## src/rtl/dptr_pkg.sv

```systemverilog
package dptr_pkg;

    localparam int BYTE_W   = 8;
    localparam int PTR_W    = 16;
    localparam int NUM_PTR  = 2;
    localparam int MODE_W   = 2;
    localparam int MODES_W  = NUM_PTR * MODE_W;
    localparam int HI_W     = PTR_W - BYTE_W;
    localparam int SEL_BIT  = 0;
    localparam int AUTO_BIT = 6;

    typedef enum logic [MODE_W-1:0] {
        STEP_HOLD     = 2'b00,
        STEP_UP       = 2'b01,
        STEP_DOWN     = 2'b10,
        STEP_HOLD_ALT = 2'b11
    } step_e;

    typedef struct packed {
        logic               sel;
        logic               auto_tgl;
        logic [MODES_W-1:0] modes;
    } ctl_t;

endpackage

```

## src/rtl/dptr_reg.sv

```systemverilog
module dptr_reg
    import dptr_pkg::*;
(
    input  logic              clk,
    input  logic              rst_n,
    input  logic              wr_lo,
    input  logic              wr_hi,
    input  logic [BYTE_W-1:0] wdata,
    input  logic              step_en,
    input  step_e             mode,
    output logic [PTR_W-1:0]  ptr
);

    logic [PTR_W-1:0] ptr_d, ptr_q;

    always_comb begin
        ptr_d = ptr_q;
        if (wr_lo || wr_hi) begin
            if (wr_lo) ptr_d[BYTE_W-1:0]     = wdata;
            if (wr_hi) ptr_d[PTR_W-1:BYTE_W] = wdata[HI_W-1:0];
        end else if (step_en) begin
            case (mode)
                STEP_UP:   ptr_d = ptr_q + 1'b1;
                STEP_DOWN: ptr_d = ptr_q - 1'b1;
                default:   ptr_d = ptr_q;
            endcase
        end
    end

    always_ff @(posedge clk) begin
        if (!rst_n) ptr_q <= '0;
        else        ptr_q <= ptr_d;
    end

    assign ptr = ptr_q;


    up_wrap_chk: assert property (@(posedge clk) disable iff (!rst_n)
        (step_en && !wr_lo && !wr_hi && mode == STEP_UP)
        |=> ptr_q == PTR_W'($past(ptr_q) + 1'b1));


    down_wrap_chk: assert property (@(posedge clk) disable iff (!rst_n)
        (step_en && !wr_lo && !wr_hi && mode == STEP_DOWN)
        |=> ptr_q == PTR_W'($past(ptr_q) - 1'b1));


    hold_mode_chk: assert property (@(posedge clk) disable iff (!rst_n)
        (!wr_lo && !wr_hi && (!step_en || mode == STEP_HOLD || mode == STEP_HOLD_ALT))
        |=> $stable(ptr_q));


    hi_keep_chk: assert property (@(posedge clk) disable iff (!rst_n)
        (wr_lo && !wr_hi) |=> ptr_q[PTR_W-1:BYTE_W] == $past(ptr_q[PTR_W-1:BYTE_W]));


    lo_keep_chk: assert property (@(posedge clk) disable iff (!rst_n)
        (wr_hi && !wr_lo) |=> ptr_q[BYTE_W-1:0] == $past(ptr_q[BYTE_W-1:0]));

endmodule

```

## src/rtl/dptr_ctrl.sv

```systemverilog
module dptr_ctrl
    import dptr_pkg::*;
(
    input  logic              clk,
    input  logic              rst_n,
    input  logic              wr_ctl,
    input  logic              wr_mode,
    input  logic [BYTE_W-1:0] wdata,
    input  logic              stb,
    output ctl_t              ctl
);

    ctl_t ctl_d, ctl_q;

    always_comb begin
        ctl_d = ctl_q;
        if (stb && ctl_q.auto_tgl) ctl_d.sel = ~ctl_q.sel;
        if (wr_ctl) begin
            ctl_d.sel      = wdata[SEL_BIT];
            ctl_d.auto_tgl = wdata[AUTO_BIT];
        end
        if (wr_mode) ctl_d.modes = wdata[MODES_W-1:0];
    end

    always_ff @(posedge clk) begin
        if (!rst_n) ctl_q <= '0;
        else        ctl_q <= ctl_d;
    end

    assign ctl = ctl_q;


    auto_flip_chk: assert property (@(posedge clk) disable iff (!rst_n)
        (stb && ctl_q.auto_tgl && !wr_ctl) |=> ctl_q.sel != $past(ctl_q.sel));


    sel_hold_chk: assert property (@(posedge clk) disable iff (!rst_n)
        (!(stb && ctl_q.auto_tgl) && !wr_ctl) |=> $stable(ctl_q.sel));


    ctl_write_wins_chk: assert property (@(posedge clk) disable iff (!rst_n)
        wr_ctl |=> ctl_q.sel == $past(wdata[SEL_BIT]));

endmodule

```

## src/rtl/dual_dptr_unit.sv

```systemverilog
module dual_dptr_unit
    import dptr_pkg::*;
#(
    parameter logic [7:0] ADDR_LO   = 8'h82,
    parameter logic [7:0] ADDR_HI   = 8'h83,
    parameter logic [7:0] ADDR_CTL  = 8'h85,
    parameter logic [7:0] ADDR_MODE = 8'h86
) (
    input  logic              clk,
    input  logic              rst_n,
    input  logic [7:0]        sfr_addr,
    input  logic              sfr_wr,
    input  logic [BYTE_W-1:0] sfr_wdata,
    output logic [BYTE_W-1:0] sfr_rdata,
    input  logic              xmove_stb,
    output logic [PTR_W-1:0]  xaddr
);

    ctl_t             ctl;
    logic [PTR_W-1:0] bank [NUM_PTR];
    logic             hit_lo, hit_hi, hit_ctl, hit_mode;

    assign hit_lo   = sfr_wr && (sfr_addr == ADDR_LO);
    assign hit_hi   = sfr_wr && (sfr_addr == ADDR_HI);
    assign hit_ctl  = sfr_wr && (sfr_addr == ADDR_CTL);
    assign hit_mode = sfr_wr && (sfr_addr == ADDR_MODE);

    dptr_ctrl u_ctrl (
        .clk     (clk),
        .rst_n   (rst_n),
        .wr_ctl  (hit_ctl),
        .wr_mode (hit_mode),
        .wdata   (sfr_wdata),
        .stb     (xmove_stb),
        .ctl     (ctl)
    );

    for (genvar g = 0; g < NUM_PTR; g++) begin : g_bank
        localparam logic SEL_V = 1'(g);
        logic mine;
        assign mine = (ctl.sel == SEL_V);
        dptr_reg u_reg (
            .clk     (clk),
            .rst_n   (rst_n),
            .wr_lo   (hit_lo && mine),
            .wr_hi   (hit_hi && mine),
            .wdata   (sfr_wdata),
            .step_en (xmove_stb && mine),
            .mode    (step_e'(ctl.modes[g*MODE_W +: MODE_W])),
            .ptr     (bank[g])
        );
    end

    assign xaddr = bank[ctl.sel];

    always_comb begin
        sfr_rdata = '0;
        if (sfr_addr == ADDR_LO) begin
            sfr_rdata = xaddr[BYTE_W-1:0];
        end else if (sfr_addr == ADDR_HI) begin
            sfr_rdata = BYTE_W'(xaddr[PTR_W-1:BYTE_W]);
        end else if (sfr_addr == ADDR_CTL) begin
            sfr_rdata[SEL_BIT]  = ctl.sel;
            sfr_rdata[AUTO_BIT] = ctl.auto_tgl;
        end else if (sfr_addr == ADDR_MODE) begin
            sfr_rdata[MODES_W-1:0] = ctl.modes;
        end
    end


    background_hold_chk: assert property (@(posedge clk) disable iff (!rst_n)
        1'b1 |=> bank[~$past(ctl.sel)] == $past(bank[~ctl.sel]));


    rsv_zero_chk: assert property (@(posedge clk) disable iff (!rst_n)
        (sfr_addr == ADDR_CTL) |-> (sfr_rdata & 8'hBE) == 8'h00);


    pre_step_addr_chk: assert property (@(posedge clk) disable iff (!rst_n)
        (xmove_stb && !ctl.auto_tgl && !sfr_wr && ctl.modes == '0) |=> $stable(xaddr));

endmodule

```

## config.mk

```make
export PLATFORM = sky130hd
export DESIGN_NAME = dual_dptr_unit
export DESIGN_NICKNAME = d
export VERILOG_FILES = /design/src/rtl/dptr_pkg.sv /design/src/rtl/dptr_reg.sv /design/src/rtl/dptr_ctrl.sv /design/src/rtl/dual_dptr_unit.sv
export SDC_FILE = /design/constraint.sdc
export NUM_CORES = 1
export LEC_CHECK = 0
export BUFFER_PORTS_ARGS = -buffer_cell sky130_fd_sc_hd__buf_2
export CAP_MARGIN = 20
export CORE_MARGIN = 4
export CORE_UTILIZATION = 47
export CTS_CLUSTER_DIAMETER = 50
export CTS_CLUSTER_SIZE = 30
export DETAILED_ROUTE_END_ITERATION = 8
export PLACE_DENSITY = 0.72
export SLEW_MARGIN = 10
export SYNTH_ARGS = -nofsm -noshare
export SYNTH_HDL_FRONTEND = slang
export SYNTH_HIERARCHICAL = 1
export SYNTH_SLANG_ARGS = --single-unit
```

## constraint.sdc

```tcl
create_clock -name clk -period 2.9 [get_ports clk]
set_input_delay 0.435 -clock clk [delete_from_list [all_inputs] [get_ports clk]]
set_output_delay 0.435 -clock clk [all_outputs]
set_load 0.005 [all_outputs]
```

# After elaboration in Yosys (flattened, before gate mapping)
# Index checks and enable logic that the tools add are counted.
[totals]
reg_bits = 38
elab_cells = 72
output_inout_bits = 24
inputBits = 20
[op_classes]
reduce_logical = 22
n_mux = 24
n_lt_le_gt_ge = 1
bitwise_logic = 2
eq_ne = 12
n_addsub = 4
[op_table]
columns = ["operator", "n"]
rows = [
  ["2-to-1 mux 16 bit", 7],
  ["case mux 16 bit (2 select lines)", 2],
  ["2-to-1 mux 8 bit", 5],
  ["adder 16 x 1 -> 16 bit, second input constant", 2],
  ["== test 8 bit, second input constant", 4],
  ["subtractor 16 x 1 -> 16 bit, second input constant", 2],
  ["AND reduction 3 bit", 4],
  ["logical AND 1 bit", 11],
  ["2-to-1 mux 4 bit", 2],
  ["!= test 2 x 1 -> 1 bit, second input constant", 4],
  ["nonzero test 2 bit", 3],
  ["nonzero test 3 bit", 2],
  ["2-to-1 mux 1 bit", 5],
  ["== test 2 x 1 -> 1 bit, second input constant", 2],
  ["== test 2 bit, second input constant", 2],
  ["2-to-1 mux 2 bit", 2],
  ["2-to-1 mux 3 bit", 1],
  [">= comparator 2 bit, second input constant", 1],
  ["logical OR 1 bit", 2],
  ["NOT 1 -> 2 bit", 1],
  ["NOT 1 bit", 1],
]

# Depth between registers and ports, before layout
[logic_depth]
word_depth = 6
ltp_mapped = 12
depth_no_buf = 10

# Modules after synthesis
# Netlist, hierarchy kept.
[modules_own_cells]
columns = ["module", "n_inst", "area_per_inst_um2", "cells_each", "seq_area_each_um2"]
rows = [
  ["dptr_reg", 2, 1520.2, 220, 320.3],
  ["dual_dptr_unit", 1, 521.8, 69, 0.0],
  ["dptr_ctrl", 1, 241.5, 21, 120.1],
]

# Worst setup path before layout
# Ideal clock, no wire load.
[synth_timing]
kind = "reg-to-reg"
startpoint = "reg u_ctrl.ctl_q (netlist bit u_ctrl/ctl[2])"
endpoint = "reg g_bank[1].u_reg.ptr_q[12]"
path_slack_ps = 336
path_stages_with_launch = 13
t_arrival_ps = 2445
n_path_buf = 2
required_time_ps = 2781
setup_ps = 119
synth_period_minus_slack_ps = 2564
path_cell_list = "dfxtp_1 -> nand2b_1 -> buf_1 -> buf_2 -> xnor2_1 -> ha_1 -> and4_1 -> nand4_1 -> a21oi_1 -> and3b_1 -> o21ai_1 -> xor2_1 -> a21oi_1"
[synth_via]
elab_chain_len = 4
elab_cells_between_ends = 7
classes_between = "eq/ne: 2; mux: 3; reduce/logical: 2"
[synth_lines]
columns = ["item", "line_no", "text"]
rows = [
  ["start, declared", "dptr_ctrl.sv:13", "ctl_t ctl_d, ctl_q;"],
  ["start signal, assigned", "dptr_ctrl.sv:27", "else ctl_q <= ctl_d;"],
  ["== test 2 bit or == test 2 x 1 -> 1 bit (tied branches)", "dptr_reg.sv:22", "case (mode)"],
  ["case mux 16 bit (2 select lines)", "dptr_reg.sv:22", ""],
  ["2-to-1 mux 16 bit", "dptr_reg.sv:21", "end else if (step_en) begin"],
  ["2-to-1 mux 16 bit", "dptr_reg.sv:18", "if (wr_lo || wr_hi) begin"],
  ["end signal, assigned", "dptr_reg.sv:32", "else ptr_q <= ptr_d;"],
  ["end, declared", "dptr_reg.sv:14", "logic [PTR_W-1:0] ptr_d, ptr_q;"],
]
# Several ways; a longest one is shown, not always the timed one. The select of a mux whose other input is x is not followed.
# A chain may end at the register's enable or synchronous reset.

# Final worst setup path
[layout_timing]
startpoint = "in sfr_addr[5]"
endpoint = "reg g_bank[0].u_reg.ptr_q[14]"
[layout_via]
elab_chain_len = 6
elab_cells_between_ends = 12
classes_between = "eq/ne: 3; mux: 1; reduce/logical: 8"
[layout_lines]
columns = ["item", "line_no", "text"]
rows = [
  ["start, declared", "dual_dptr_unit.sv:11", "input logic [7:0] sfr_addr,"],
  ["== test 8 bit, on equally long branches", "dual_dptr_unit.sv:23, dual_dptr_unit.sv:24", ""],
  ["logical AND 1 bit, on equally long branches", "dual_dptr_unit.sv:23, dual_dptr_unit.sv:24", ""],
  ["logical AND 1 bit, on equally long branches", "dual_dptr_unit.sv:45, dual_dptr_unit.sv:46", ""],
  ["logical OR 1 bit", "dptr_reg.sv:18", ""],
  ["!= test 2 x 1 -> 1 bit (no source line), or another cell as far along", "-", ""],
  ["AND reduction 3 bit (no source line)", "-", ""],
  ["end signal, assigned", "dptr_reg.sv:32", ""],
  ["end, declared", "dptr_reg.sv:14", ""],
]
# Several ways; a longest one is shown, not always the timed one.

==> impl_metrics.csv <==
group,metric,value,unit
floorplanning,fp-row-count,32,
logic_synthesis,syn_inst,530,
worst_setup_path,worstSetupStartpoint,"sfr_addr[5]",
worst_setup_path,crit_end,"g_bank[0].u_reg/ptr[14]",
logic_synthesis,synth_seq_cells,38,
routing,drtAntennaViolNets,0,
global_route,antenna_found_initial,0,
place,routabilityCongestion,0.916,
power_and_ir_drop,switching_power,0.267,mW
worst_setup_path,r2r_slack,0.48,ns
power_and_ir_drop,swShare,26.4,%
global_route,globalRouteOverflowTotal,0,
cells_and_area,design_area,4150,um2
worst_setup_path,rr_endpoint,"g_bank[0].u_reg/ptr[12]",
routing,routed-wl-met3,1510,um
worst_setup_path,crit_path_end_kind,"flop",
cells_and_area,drive_above_1_share,17.5,%
logic_synthesis,synth-main-ff-cell,"dfxtp_1",
place,placed_area,4060,um2
timing,setup_violations,0,
routing,drtIter0Drc,419,
power_and_ir_drop,internal_power,0.745,mW
timing,rsz0062_at_grt,"no",
place,hpwl,9210,um
logic_synthesis,yosys-top-cells-count,"nand2_1, nor2_1, dfxtp_1",
timing,slew_violations,0,
routing,vias,4307,
cts,insertion_delay,0.30,ns
cells_and_area,layoutNonFillerInstCount,656,
floorplanning,dieHeight,98.0,um
logic_synthesis,syn_area,3800,um2
logic_synthesis,yosys-top-cells-area,"dfxtp_1, nand2_1, mux2i_1",
global_route,grt_pass1_wl,20500,um
cts,cts_tree,"done",
timing,hold_ws,0.497,ns
worst_setup_path,cp.depth,10,
cts,cts_resized,0,
logic_synthesis,async_flop_share,0,%
floorplanning,fp.dieW,98.0,um
timing,hold_viol,0,
power_and_ir_drop,combPwrFrac,8.2,%
cells_and_area,num-fill-cells,796,
worst_setup_path,path_common_cell,"nor2_1",
global_route,grt_usage,26.0,%
logic_synthesis,yosysWarnings,6,
power_and_ir_drop,pwr-share-seq,52.2,%
power_and_ir_drop,ir_drop,0.000156,V
cells_and_area,nets,575,
cells_and_area,syn_to_final_growth,9.01,%
logic_synthesis,avgSynthCellArea,7.18,um2
cts,numCtsBuffers,5,
cts,cts-hold-fix-buffers,0,
worst_setup_path,reg2reg_from,"g_bank[0].u_reg/ptr[1]",
timing,post-route-period-util,87.1,%
cts,cts_buffer_depth,2,
logic_synthesis,yosysTopAreaCell,"dfxtp_1",
cts,cts_htree_levels,2,
cells_and_area,antenna_cells,0,
logic_synthesis,synth_nets,552,
floorplanning,die_area,9600,um2
worst_setup_path,crit_buf_inv,2,
worst_setup_path,slowest_delay,0.49,ns
worst_setup_path,crit_path_start_kind,"input port",
timing,max_freq,396,MHz
worst_setup_path,worst-path-max-fanout,8,
routing,routed_via_density,6.57,
logic_synthesis,synth.top_cell.area_share,20.0,%
logic_synthesis,synth_most_common_cell,"nand2_1",
routing,wl_per_cell,19.4,um
min_path,hp-class,"input port to flop",
routing,top_layer_used,"met4",
logic_synthesis,synth_cell_types,67,
worst_setup_path,crit_family,"simple AND/OR/NAND/NOR gates",
cts,clk_pin_slew,0.08,ns
worst_setup_path,critical-path-slowest-cell,"nor4b_4",
power_and_ir_drop,power_density,244,nW/um2
power_and_ir_drop,leakage,1.59,nW
cts,root_buffer,"clkbuf_8",
power_and_ir_drop,fin_total_pwr,1.01,mW
timing,fin_tns_setup,0,ns
timing,worst_pin_slew,0.733,ns
floorplanning,io_pins,44,
floorplanning,core_area,7810,um2
routing,wl_met1,5460,um
worst_setup_path,critPathKind,"input port to flop",
timing,finalCriticalPeriod,2.53,ns
timing,clock_skew,0.00513,ns
worst_setup_path,r2r_cells,9,
logic_synthesis,synth_edf_count,0,
routing,route.detailed.drc,0,
global_route,grt_max_degree,43,
global_route,grt_pass1_vias,3911,
worst_setup_path,critical_path.cell_chain,"buf_2 > nor4b_4 > nand4_2 > nor2_1 > inv_2 > nand2_1 > nor2_1 > a32oi_1 > a21oi_1 > o31a_1",
routing,drt_first_pass_iters,5,
power_and_ir_drop,p_clk_share,39.6,%
logic_synthesis,synth_seq_area_share,20.0,%
cts,cts_post_setup_buffers_inserted,0,
routing,wl_met2,5520,um
outcome,status,"finished clean",
worst_setup_path,crit_arrival,2.72,ns
place,port_buffers,43,
cts,clock_sinks,38,
place,numPlacedInstances,648,
worst_setup_path,critPathRequiredTime,3.09,ns
routing,drt-total-wl,12700,um
flow_run,drv_cap,0,
floorplanning,start_util,48.7,%
timing,slew_headroom,51.2,%
per-layer routing:
layer / vias to the layer above / track usage (%)
li1: 1998 / -
met1: 2002 / 37.6
met2: 281 / 40.6
met3: 26 / 4.29
met4: 0 / 6.07
met5: - / 0
worst min-delay path: stages:
cell and delay (ns):
buf_2 0.14, o21ai_0 0.08, a21oi_1 0.10
registers in the layout, summed over array words and instances (netlist names):
register / count
g_bank.u_reg/ptr: 32
u_ctrl/ctl: 6
layout make-up:
| cell class | instances | area, um2 | share of cell area, % |
|---|---|---|---|
| repair buffers | 56 | 313 | 7.54 |
| inverters | 14 | 52.6 | 1.27 |
| clock buffers | 7 | 86.3 | 2.08 |
| clock inverters | 1 | 5.00 | 0.121 |
| flip-flops and latches | 38 | 761 | 18.3 |
| multi-input cells | 438 | 2800 | 67.6 |
| well taps | 102 | 128 | 3.08 |
stage by stage:
step	setup WS, ns	utilization (%)
finish	0.374	53.1
global route	0.238	53.1
detailed placement	0.155	51.9
CTS	0.457	53.1
global placement	0.343	51.9
floorplan	0.336	-
cells by family after synthesis:
logic type               synth area share (%)
AO/OA/AOI/OAI                            24.4
XOR/XNOR                                 4.61
adder cells (fa/ha/maj)                 0.658
buffers and inverters                    6.35
flip-flops                               20.0
multiplexers                             9.21
AND/OR/NAND/NOR                          34.8
how the worst min path moves through the flow:
stage	end	slack (ns)	depth (start not counted)	startpoint
global route	g_bank[1].u_reg/ptr[7]	0.49	3	sfr_wdata[7]
CTS	g_bank[1].u_reg/ptr[7]	0.49	3	sfr_wdata[7]
finish	g_bank[1].u_reg/ptr[7]	0.50	3	sfr_wdata[7]
floorplan	u_ctrl/ctl[0]	0.52	2	u_ctrl/ctl[0]
detailed placement	u_ctrl/ctl[4]	0.57	2	u_ctrl/ctl[4]
global placement	u_ctrl/ctl[4]	0.54	2	u_ctrl/ctl[4]
cell usage in the layout, fill, tap and decap left out, types with 5 or more instances in the layout:
| cell | synthesis | routed |
|---|---|---|
| xnor2_1 | 12 | 12 |
| o21ai_0 | 14 | 14 |
| mux2_2 | 12 | 12 |
| buf_2 | 13 | 43 |
| nand2b_1 | 7 | 7 |
| a22oi_1 | 6 | 6 |
| nand2_1 | 72 | 72 |
| inv_1 | 12 | 12 |
| buf_4 | 2 | 13 |
| o21ai_1 | 21 | 21 |
| nor4_1 | 14 | 14 |
| a31oi_1 | 10 | 10 |
| a211oi_1 | 5 | 5 |
| nand3_1 | 13 | 13 |
| xor2_1 | 8 | 8 |
| and3_1 | 6 | 6 |
| dfxtp_1 | 38 | 38 |
| nor3_1 | 23 | 23 |
| clkbuf_8 | 0 | 6 |
| o31ai_1 | 6 | 6 |
| a32oi_1 | 5 | 5 |
| a21oi_1 | 21 | 21 |
| o22ai_1 | 7 | 7 |
| nand4_1 | 8 | 8 |
| mux2i_1 | 17 | 17 |
| nor2_1 | 40 | 40 |
| and2_1 | 11 | 11 |
| nor2b_1 | 17 | 17 |
power groups by stage:
| stage | registers (mW) | logic (mW) | clock network (mW) |
|---|---|---|---|
| 4_1_cts | 0.528 | 0.0807 | 0.403 |
| 3_3_place_gp | 0.540 | 0.0790 | 0 |
| 5_1_grt | 0.528 | 0.0881 | 0.428 |
| 3_5_place_dp | 0.540 | 0.0803 | 0 |
| 2_1_floorplan | 0.538 | 0.0375 | 0 |
| 6_report | 0.528 | 0.0833 | 0.401 |
Power figures use the tool's default switching activity.
